$ cat src/rtl/deframer_pkg.sv
package deframer_pkg;
  typedef enum logic [1:0] {
    ST_HUNT = 2'd0,
    ST_HDR  = 2'd1,
    ST_PAY  = 2'd2
  } dfr_state_e;
endpackage

$ cat src/rtl/deframer_sync.sv
// Counts consecutive accepted ones while the block searches for sync.
module deframer_sync #(
  parameter int SYNC_LEN = 3
) (
  input  logic clk,
  input  logic rst_n,
  input  logic clr,
  input  logic en,
  input  logic din,
  output logic hit
);
  localparam int CW = $clog2(SYNC_LEN + 1);

  logic [CW-1:0] cnt_q, cnt_d;

  assign hit = en && din && (cnt_q == CW'(SYNC_LEN - 1));

  always_comb begin
    cnt_d = cnt_q;
    if (clr) begin
      cnt_d = '0;
    end else if (en) begin
      if (!din || hit) cnt_d = '0;
      else             cnt_d = cnt_q + 1'b1;
    end
  end

  always_ff @(posedge clk or negedge rst_n) begin
    if (!rst_n) cnt_q <= '0;
    else        cnt_q <= cnt_d;
  end

  AST_SYNC_BOUND: assert property (@(posedge clk) disable iff (!rst_n)
    cnt_q < CW'(SYNC_LEN));
  AST_ZERO_RESTART: assert property (@(posedge clk) disable iff (!rst_n)
    (en && !din) |=> (cnt_q == '0));
endmodule

$ cat src/rtl/deframer_shift.sv
// Collects bits MSB first and flags the bit that completes a word.
module deframer_shift #(
  parameter int WORD_W = 16
) (
  input  logic              clk,
  input  logic              rst_n,
  input  logic              clr,
  input  logic              en,
  input  logic              din,
  output logic [WORD_W-1:0] word_nxt,
  output logic              done
);
  localparam int CW = $clog2(WORD_W);

  logic [WORD_W-1:0] sh_q, sh_d;
  logic [CW-1:0]     cnt_q, cnt_d;

  assign word_nxt = {sh_q[WORD_W-2:0], din};
  assign done     = en && (cnt_q == CW'(WORD_W - 1));

  always_comb begin
    sh_d  = sh_q;
    cnt_d = cnt_q;
    if (clr) begin
      cnt_d = '0;
    end else if (en) begin
      sh_d  = word_nxt;
      cnt_d = done ? '0 : cnt_q + 1'b1;
    end
  end

  always_ff @(posedge clk or negedge rst_n) begin
    if (!rst_n) begin
      sh_q  <= '0;
      cnt_q <= '0;
    end else begin
      sh_q  <= sh_d;
      cnt_q <= cnt_d;
    end
  end

  AST_WORD_WRAP: assert property (@(posedge clk) disable iff (!rst_n)
    done |=> (cnt_q == '0));
endmodule

$ cat src/rtl/deframer_ctrl.sv
// Frame state machine: header capture, word counting, end and error pulses.
module deframer_ctrl
  import deframer_pkg::*;
#(
  parameter int WORD_W = 16,
  parameter int TYPE_W = 4,
  parameter int LEN_W  = 10
) (
  input  logic              clk,
  input  logic              rst_n,
  input  logic              bit_err,
  input  logic              sync_hit,
  input  logic              word_done,
  input  logic [WORD_W-1:0] word_nxt,
  output logic              hunting,
  output logic              hdr_vld,
  output logic [TYPE_W-1:0] hdr_type,
  output logic [WORD_W-TYPE_W-LEN_W-1:0] hdr_spare,
  output logic [LEN_W-1:0]  hdr_len,
  output logic              word_vld,
  output logic [WORD_W-1:0] word_dat,
  output logic              frm_end,
  output logic              frm_err
);
  localparam int SP_W = WORD_W - TYPE_W - LEN_W;

  dfr_state_e        state_q, state_d;
  logic [LEN_W-1:0]  rem_q, rem_d;
  logic              hdr_vld_d, word_vld_d, frm_end_d, frm_err_d;
  logic [TYPE_W-1:0] type_d;
  logic [SP_W-1:0]   spare_d;
  logic [LEN_W-1:0]  len_d, len_f;
  logic [WORD_W-1:0] dat_d;

  assign hunting = (state_q == ST_HUNT);
  assign len_f   = word_nxt[LEN_W-1:0];

  always_comb begin
    state_d    = state_q;
    rem_d      = rem_q;
    hdr_vld_d  = 1'b0;
    word_vld_d = 1'b0;
    frm_end_d  = 1'b0;
    frm_err_d  = 1'b0;
    type_d     = hdr_type;
    spare_d    = hdr_spare;
    len_d      = hdr_len;
    dat_d      = word_dat;
    if (!hunting && bit_err) begin
      frm_err_d = 1'b1;
      state_d   = ST_HUNT;
    end else begin
      unique case (state_q)
        ST_HUNT: if (sync_hit) state_d = ST_HDR;
        ST_HDR: if (word_done) begin
          hdr_vld_d = 1'b1;
          type_d    = word_nxt[WORD_W-1 -: TYPE_W];
          spare_d   = word_nxt[LEN_W +: SP_W];
          len_d     = len_f;
          rem_d     = len_f;
          if (len_f == '0) begin
            frm_end_d = 1'b1;
            state_d   = ST_HUNT;
          end else begin
            state_d = ST_PAY;
          end
        end
        ST_PAY: if (word_done) begin
          word_vld_d = 1'b1;
          dat_d      = word_nxt;
          rem_d      = rem_q - 1'b1;
          if (rem_q == LEN_W'(1)) begin
            frm_end_d = 1'b1;
            state_d   = ST_HUNT;
          end
        end
        default: state_d = ST_HUNT;
      endcase
    end
  end

  always_ff @(posedge clk or negedge rst_n) begin
    if (!rst_n) begin
      state_q   <= ST_HUNT;
      rem_q     <= '0;
      hdr_vld   <= 1'b0;
      word_vld  <= 1'b0;
      frm_end   <= 1'b0;
      frm_err   <= 1'b0;
      hdr_type  <= '0;
      hdr_spare <= '0;
      hdr_len   <= '0;
      word_dat  <= '0;
    end else begin
      state_q   <= state_d;
      rem_q     <= rem_d;
      hdr_vld   <= hdr_vld_d;
      word_vld  <= word_vld_d;
      frm_end   <= frm_end_d;
      frm_err   <= frm_err_d;
      hdr_type  <= type_d;
      hdr_spare <= spare_d;
      hdr_len   <= len_d;
      word_dat  <= dat_d;
    end
  end

  AST_PAY_REM: assert property (@(posedge clk) disable iff (!rst_n)
    (state_q == ST_PAY) |-> (rem_q != '0));
  AST_END_CARRIER: assert property (@(posedge clk) disable iff (!rst_n)
    frm_end |-> (word_vld || hdr_vld));
  AST_LONG_NO_END: assert property (@(posedge clk) disable iff (!rst_n)
    (hdr_vld && hdr_len != '0) |-> !frm_end);
  AST_ZERO_LEN_END: assert property (@(posedge clk) disable iff (!rst_n)
    (hdr_vld && hdr_len == '0) |-> frm_end);
  AST_ERR_ALONE: assert property (@(posedge clk) disable iff (!rst_n)
    frm_err |-> !(word_vld || hdr_vld || frm_end));
  AST_ERR_HUNTS: assert property (@(posedge clk) disable iff (!rst_n)
    frm_err |-> hunting);
  AST_HUNT_QUIET: assert property (@(posedge clk) disable iff (!rst_n)
    (hunting && bit_err) |=> !frm_err);
endmodule

$ cat src/rtl/frame_deframer.sv
module frame_deframer #(
  parameter int WORD_W   = 16,
  parameter int TYPE_W   = 4,
  parameter int LEN_W    = 10,
  parameter int SYNC_LEN = 3
) (
  input  logic              clk,
  input  logic              rst_n,
  input  logic              bit_vld,
  input  logic              bit_dat,
  input  logic              bit_err,
  output logic              hdr_vld,
  output logic [TYPE_W-1:0] hdr_type,
  output logic [WORD_W-TYPE_W-LEN_W-1:0] hdr_spare,
  output logic [LEN_W-1:0]  hdr_len,
  output logic              word_vld,
  output logic [WORD_W-1:0] word_dat,
  output logic              frm_end,
  output logic              frm_err
);
  logic              hunting, sync_hit, word_done;
  logic              sync_en, sync_clr, sh_en, sh_clr;
  logic [WORD_W-1:0] word_nxt;

  assign sync_en  = bit_vld && hunting && !bit_err;
  assign sync_clr = !hunting || bit_err;
  assign sh_en    = bit_vld && !hunting && !bit_err;
  assign sh_clr   = hunting || bit_err;

  deframer_sync #(.SYNC_LEN(SYNC_LEN)) u_sync (
    .clk(clk), .rst_n(rst_n), .clr(sync_clr), .en(sync_en),
    .din(bit_dat), .hit(sync_hit)
  );

  deframer_shift #(.WORD_W(WORD_W)) u_shift (
    .clk(clk), .rst_n(rst_n), .clr(sh_clr), .en(sh_en),
    .din(bit_dat), .word_nxt(word_nxt), .done(word_done)
  );

  deframer_ctrl #(.WORD_W(WORD_W), .TYPE_W(TYPE_W), .LEN_W(LEN_W)) u_ctrl (
    .clk(clk), .rst_n(rst_n), .bit_err(bit_err), .sync_hit(sync_hit),
    .word_done(word_done), .word_nxt(word_nxt), .hunting(hunting),
    .hdr_vld(hdr_vld), .hdr_type(hdr_type), .hdr_spare(hdr_spare),
    .hdr_len(hdr_len), .word_vld(word_vld), .word_dat(word_dat),
    .frm_end(frm_end), .frm_err(frm_err)
  );

  AST_ONE_RESULT: assert property (@(posedge clk) disable iff (!rst_n)
    $onehot0({hdr_vld, word_vld, frm_err}));
endmodule

$ cat config.mk
export PLATFORM = sky130hd
export DESIGN_NAME = frame_deframer
export DESIGN_NICKNAME = d
export VERILOG_FILES = /design/src/rtl/deframer_pkg.sv /design/src/rtl/deframer_sync.sv /design/src/rtl/deframer_shift.sv /design/src/rtl/deframer_ctrl.sv /design/src/rtl/frame_deframer.sv
export SDC_FILE = /design/constraint.sdc
export NUM_CORES = 1
export LEC_CHECK = 0
export BUFFER_PORTS_ARGS = -buffer_cell sky130_fd_sc_hd__buf_2
export CAP_MARGIN = 10
export CORE_AREA = 2 2 107 98
export DETAILED_ROUTE_END_ITERATION = 7
export DIE_AREA = 0 0 109 100
export PLACE_DENSITY = 0.61
export SLEW_MARGIN = 20
export SYNTH_ARGS = -nofsm -noshare
export SYNTH_HDL_FRONTEND = slang
export SYNTH_SLANG_ARGS = --single-unit
$ cat constraint.sdc
create_clock -name clk -period 6.05 [get_ports clk]
set_input_delay 0.3025 -clock clk [delete_from_list [all_inputs] [get_ports clk]]
set_output_delay 0.3025 -clock clk [all_outputs]
set_load 0.01 [all_outputs]
* Yosys cells after proc, flatten, opt, wreduce, memory -nomap -nowiden *
Cells that the tools add are included.

storage, ports and cells
  output and inout bits = 36
  bits in registers = 69
  logic and storage cells = 81
  input bits = 5

operators by class
  equal/unequal tests = 11
  add/subtract/negate cells = 3
  reduce and logical (&&, ||, !) cells = 24
  bitwise logic cells = 2
  muxes and demuxes = 28

operators with widths
  kind                   number
  $mux 10                2
  $pmux 10 s2            1
  $mux 2                 9
  $mux 4                 3
  $mux 1                 11
  $eq 10x1->1 const B    1
  $logic_not 10->1       1
  $sub 10x1->10 const B  1
  $logic_and 1x1->1      8
  $reduce_and 4->1       2
  $ne 3x1->1 const B     2
  $ne 3x2->1 const B     2
  $pmux 2 s3             1
  $reduce_and 3->1       2
  $reduce_bool 2->1      3
  $add 4x1->4 const B    1
  $eq 2x2->1 const B     2
  $eq 4x4->1 const B     1
  $ne 2x2->1 const B     2
  $logic_not 1->1        3
  $logic_or 1x1->1       3
  $add 2x1->2 const B    1
  $eq 2x1->1 const B     1
  $logic_not 2->1        1
  other kinds (3)        4

* Logic depth before layout (Yosys ltp) *
  depth in word-level cells = 9
  depth in mapped cells = 9
  gate-level depth less buffers = 6

* Cells and area by module *
From an unflattened synthesis, not the netlist that was laid out.

second synthesis, totals
  cell total of the unflattened synthesis = 263
  area total of the unflattened synthesis = 3220.6 um2

by module, submodules not included
  module          cells an instance  instances  sequential area each (um2)  area each (um2)
  deframer_ctrl   192                1          1201.2                      2237.1
  deframer_shift  56                 1          475.5                       837.1
  deframer_sync   11                 1          50.0                        117.6
  frame_deframer  4                  1          0.0                         28.8

* Least setup slack after synthesis *
No wires, ideal clock.

  path kind = register to register
  start = register u_ctrl.state_q[0]
  end = register u_ctrl.word_dat[10]
  setup time = 0.125 ns
  setup slack = 4.155 ns
  arrival = 1.769 ns
  stages on the path, launching flop included = 8
  required time = 5.925 ns
  buffers on the path = 2
  period minus slack after synthesis = 1.895 ns
  cell sequence = dfrtp_1 inv_1 ha_1 buf_4 and4bb_4 nand4_4 buf_6 mux2_4

on the way
  cells in the longest elaborated chain, start to end = 6
  elaborated cells on any way between the ends = 9
  classes of those cells = eq/ne (1); bitwise (1); reduce/logical (7)

RTL lines
  what                                   line                                       source
  start: declaration                     deframer_ctrl.sv:27                        dfr_state_e state_q, state_d;
  start signal: assignment               deframer_ctrl.sv:95                        state_q <= state_d;
  $logic_not 2->1                        deframer_ctrl.sv:35                        assign hunting = (state_q == ST_HUNT);
  $logic_not 1->1                        deframer_ctrl.sv:49, frame_deframer.sv:27
  $logic_and 1x1->1 (2 in a row)         frame_deframer.sv:27                       assign sh_en = bit_vld && !hunting && !bit_err;
  $logic_and 1x1->1                      deframer_shift.sv:19                       assign done = en && (cnt_q == CW'(WORD_W - 1));
  $reduce_and 3->1 (no source line) (*)  --
  end signal: assignment                 deframer_ctrl.sv:104                       word_dat <= dat_d;
  end: declaration                       deframer_ctrl.sv:21                        output logic [WORD_W-1:0] word_dat,

Mark *: on every way between the ends. The rest lies on a longest branch, timed or not.
A chain may end at the register's enable or synchronous reset.

* Final worst setup path *
  start = register u_ctrl.state_q[0]
  end = register u_ctrl.word_dat[9]

Same word-level chain as after synthesis.

==> results.py <==
metrics = {
    "critical_path": {
        "cp_cell_sequence": "inv_1 > ha_1 > nand4_4 > mux2_4",
        "arrival_ns": 2.58,
        "critPathBufInv": 1,
        "cp_top_family": "adder cells",
        "critical_path.max_fanout": 24,
        "critical-path-max-stage-delay_ns": 0.72,
        "critPathSlowestCell": "ha_1",
        "endpoint_kind": "register",
        "startpoint_type": "register",
        "worstSetupPathType": "register to register",
        "crit_required_ns": 6.27,
    },
    "drt": {
        "wl_per_cell_microns": 15.5,
        "vias": 2264,
        "drt_wl_total_microns": 6880,
        "postRouteAntennaNets": 0,
        "via_per_inst": 5.09,
        "firstDrtPassIters": 4,
        "drc": 0,
        "drt_iter0_drc": 185,
    },
    "global_route": {
        "grt_overflow": 0,
        "grt_max_degree": 70,
        "grt_first_pass_wirelength_microns": 11600,
        "antenna_found_initial": 0,
        "grt_pass1_vias": 2278,
        "grt_use_total_pct": 13.7,
    },
    "pwr": {
        "seqPwrFrac_pct": 45.3,
        "comb_power_share_pct": 25.4,
        "p_int_uw": 925,
        "power.density_nw_per_um2": 368,
        "ir_drop_uv": 172,
        "total_power_mw": 1.42,
        "clkPwrFrac_pct": 29.3,
        "switching_share_pct": 35.1,
        "p_leak_nw": 1.91,
        "p_sw_uw": 500,
    },
    "synthesis": {
        "yosysTopAreaCell": "dfrtp_1",
        "synth-seq-cells": 69,
        "ys.flop_type": "dfrtp_1",
        "synth.top_cell.area_share_pct": 51.6,
        "synth_area_per_cell_sq_um": 12.4,
        "yosysSeqAreaShare_pct": 51.6,
        "async_flop_share_pct": 100,
        "ys_types": 54,
        "syn-cell-area_sq_um": 3340,
        "synth_edf_count": 0,
        "synth_warnings": 0,
        "synthCells": 270,
        "synth.top_cells.by_area": "dfrtp_1 52%, mux2_2 9.4%, mux2_4 8.5%",
        "syn_nets": 283,
    },
    "clock_tree": {
        "cts_hold_buf": 0,
        "ctsResizeCount": 0,
        "clock-root-buffer": "clkbuf_8",
        "cts_buffers": 9,
        "cts_buffer_depth": 2,
        "htreeDepth": 3,
        "clk_latency_ns": 0.34,
        "cts_tree": "done",
        "path_clk_slew_ns": 0.08,
        "clock_sinks": 69,
        "cts_setup_buffers": 0,
    },
    "sta": {
        "fin_tns_setup_ns": 0,
        "whs_ns": 0.155,
        "maxSlewHeadroom_pct": 43.2,
        "setup_viol": 0,
        "maxSlewViolCount": 0,
        "worst_slew_pin_slew_ns": 0.852,
        "fin_worst_skew_ns": 0.00910,
        "final_hold_viol_count": 0,
        "rsz0062_at_grt": "no",
        "fin_ws_ns": 3.69,
        "fmax_ghz": 0.424,
        "period_minus_slack_ns": 2.36,
        "fin_crit_sh_pct": 39.0,
    },
    "floorplan": {
        "coreArea_sq_um": 9940,
        "fp.dieH_microns": 100,
        "dieWidth_microns": 109,
        "io_pins": 41,
        "die-area_sq_um": 10900,
        "num_rows": 35,
        "start_util_pct": 33.6,
    },
    "cells_and_area": {
        "syn2layout_area_growth_pct": 15.7,
        "final_cells": 445,
        "final_common_cell": "dfrtp_1",
        "multi_input_area_sq_um": 1500,
        "final_cell_mix": "69 x dfrtp_1, 40 x buf_2, 28 x mux2_2",
        "final_util_pct": 38.9,
        "fillCellCount": 939,
        "register_area_sq_um": 1730,
        "nets": 324,
        "postLayoutCellArea_sq_um": 3870,
        "diodes": 0,
        "layout-drive-gt1-share_pct": 37.0,
    },
    "worst_hold_path": {
        "hold_class": "input pin to asynchronous set/reset pin",
    },
    "placement": {
        "port_buffers": 40,
        "placed_cell_area_sq_um": 3650,
        "routabilityCongestion": 0.817,
        "place_inst": 429,
        "pre_cts_slack_ns": 3.74,
        "hpwl_microns": 4670,
    },
    "status": {
        "outcome": "complete, no violations",
    },
    "flow_run": {
        "drv_cap": 0,
    },
}
-- area by class of cell --
cell class	count	share of cell area, %
flip-flops and latches	69	44.6
multi-input cells	177	38.7
repair buffers	42	5.56
well taps	129	4.17
clock buffers	9	3.20
clock inverters	7	2.55
inverters	12	1.16
-- sequential cells by signal (all words and copies together) (netlist names), 2 cells and up --
register and cells:
u_ctrl.state_q 2, u_ctrl.hdr_spare 2, u_sync.cnt_q 2, u_ctrl.word_dat 16, u_shift.sh_q 15, u_ctrl.rem_q 10, u_shift.cnt_q 4, u_ctrl.hdr_type 4
u_ctrl.hdr_len 10
-- routing by layer --
| metal | vias to the layer above | track usage [%] | wire [microns] |
|---|---|---|---|
| met5 | - | 0 | 0 |
| met4 | 0 | 5.72 | 140 |
| met3 | 10 | 3.44 | 304 |
| met2 | 57 | 19.8 | 3150 |
| met1 | 1128 | 19.4 | 3290 |
| li1 | 1069 | - | - |
-- power by group through the flow --
stage	Sequential, mW	Combinational (mW)	Clock (mW)
2_1_floorplan	0.609	0.296	0
3_3_place_gp	0.651	0.350	0
3_5_place_dp	0.653	0.356	0
4_1_cts	0.645	0.359	0.430
5_1_grt	0.661	0.407	0.451
6_report	0.646	0.361	0.417
-- worst register-to-register path, cell delays in order, from the launching register on --
cell	delay (ns)
dfrtp_1	0.38
inv_1	0.12
ha_1	0.72
nand4_4	0.55
mux2_4	0.46
-- path summary, 6_finish.rpt --
check / end / cells past startpoint / start / slack, ns
max reg2reg: u_ctrl.word_dat[9] / 4 / u_ctrl.state_q[0] / 3.69
min reg2reg: u_ctrl.hdr_type[0] / 1 / u_ctrl.hdr_type[0] / 0.50
max: u_ctrl.word_dat[9] / 4 / u_ctrl.state_q[0] / 3.69
max in group asynchronous: u_ctrl.word_dat[0] / 2 / rst_n / 5.34
min in group clk: u_shift.cnt_q[2] / 2 / bit_err / 0.26
min: u_ctrl.hdr_len[8] / 2 / rst_n / 0.15
-- cell usage after synthesis, types with 3 or more instances --
cell type / number
ha_1: 8
o21ai_0: 9
mux2_4: 19
a21oi_1: 16
nor3_1: 6
mux2_2: 28
nor2_1: 13
inv_1: 12
dfrtp_1: 69
nand2_1: 14
nor4_1: 5
buf_2: 4
nand3_1: 7
o211ai_1: 3
a221oi_1: 6
-- kinds of logic after synthesis --
family / synth area share, %
AO/OA/AOI/OAI: 10.1
XOR/XNOR: 0.262
adder cells (fa/ha/maj): 2.99
buffers and inverters: 3.55
flip-flops: 51.6
multiplexers: 18.3
AND/OR/NAND/NOR: 13.2
(Power assumes the default switching activity.)
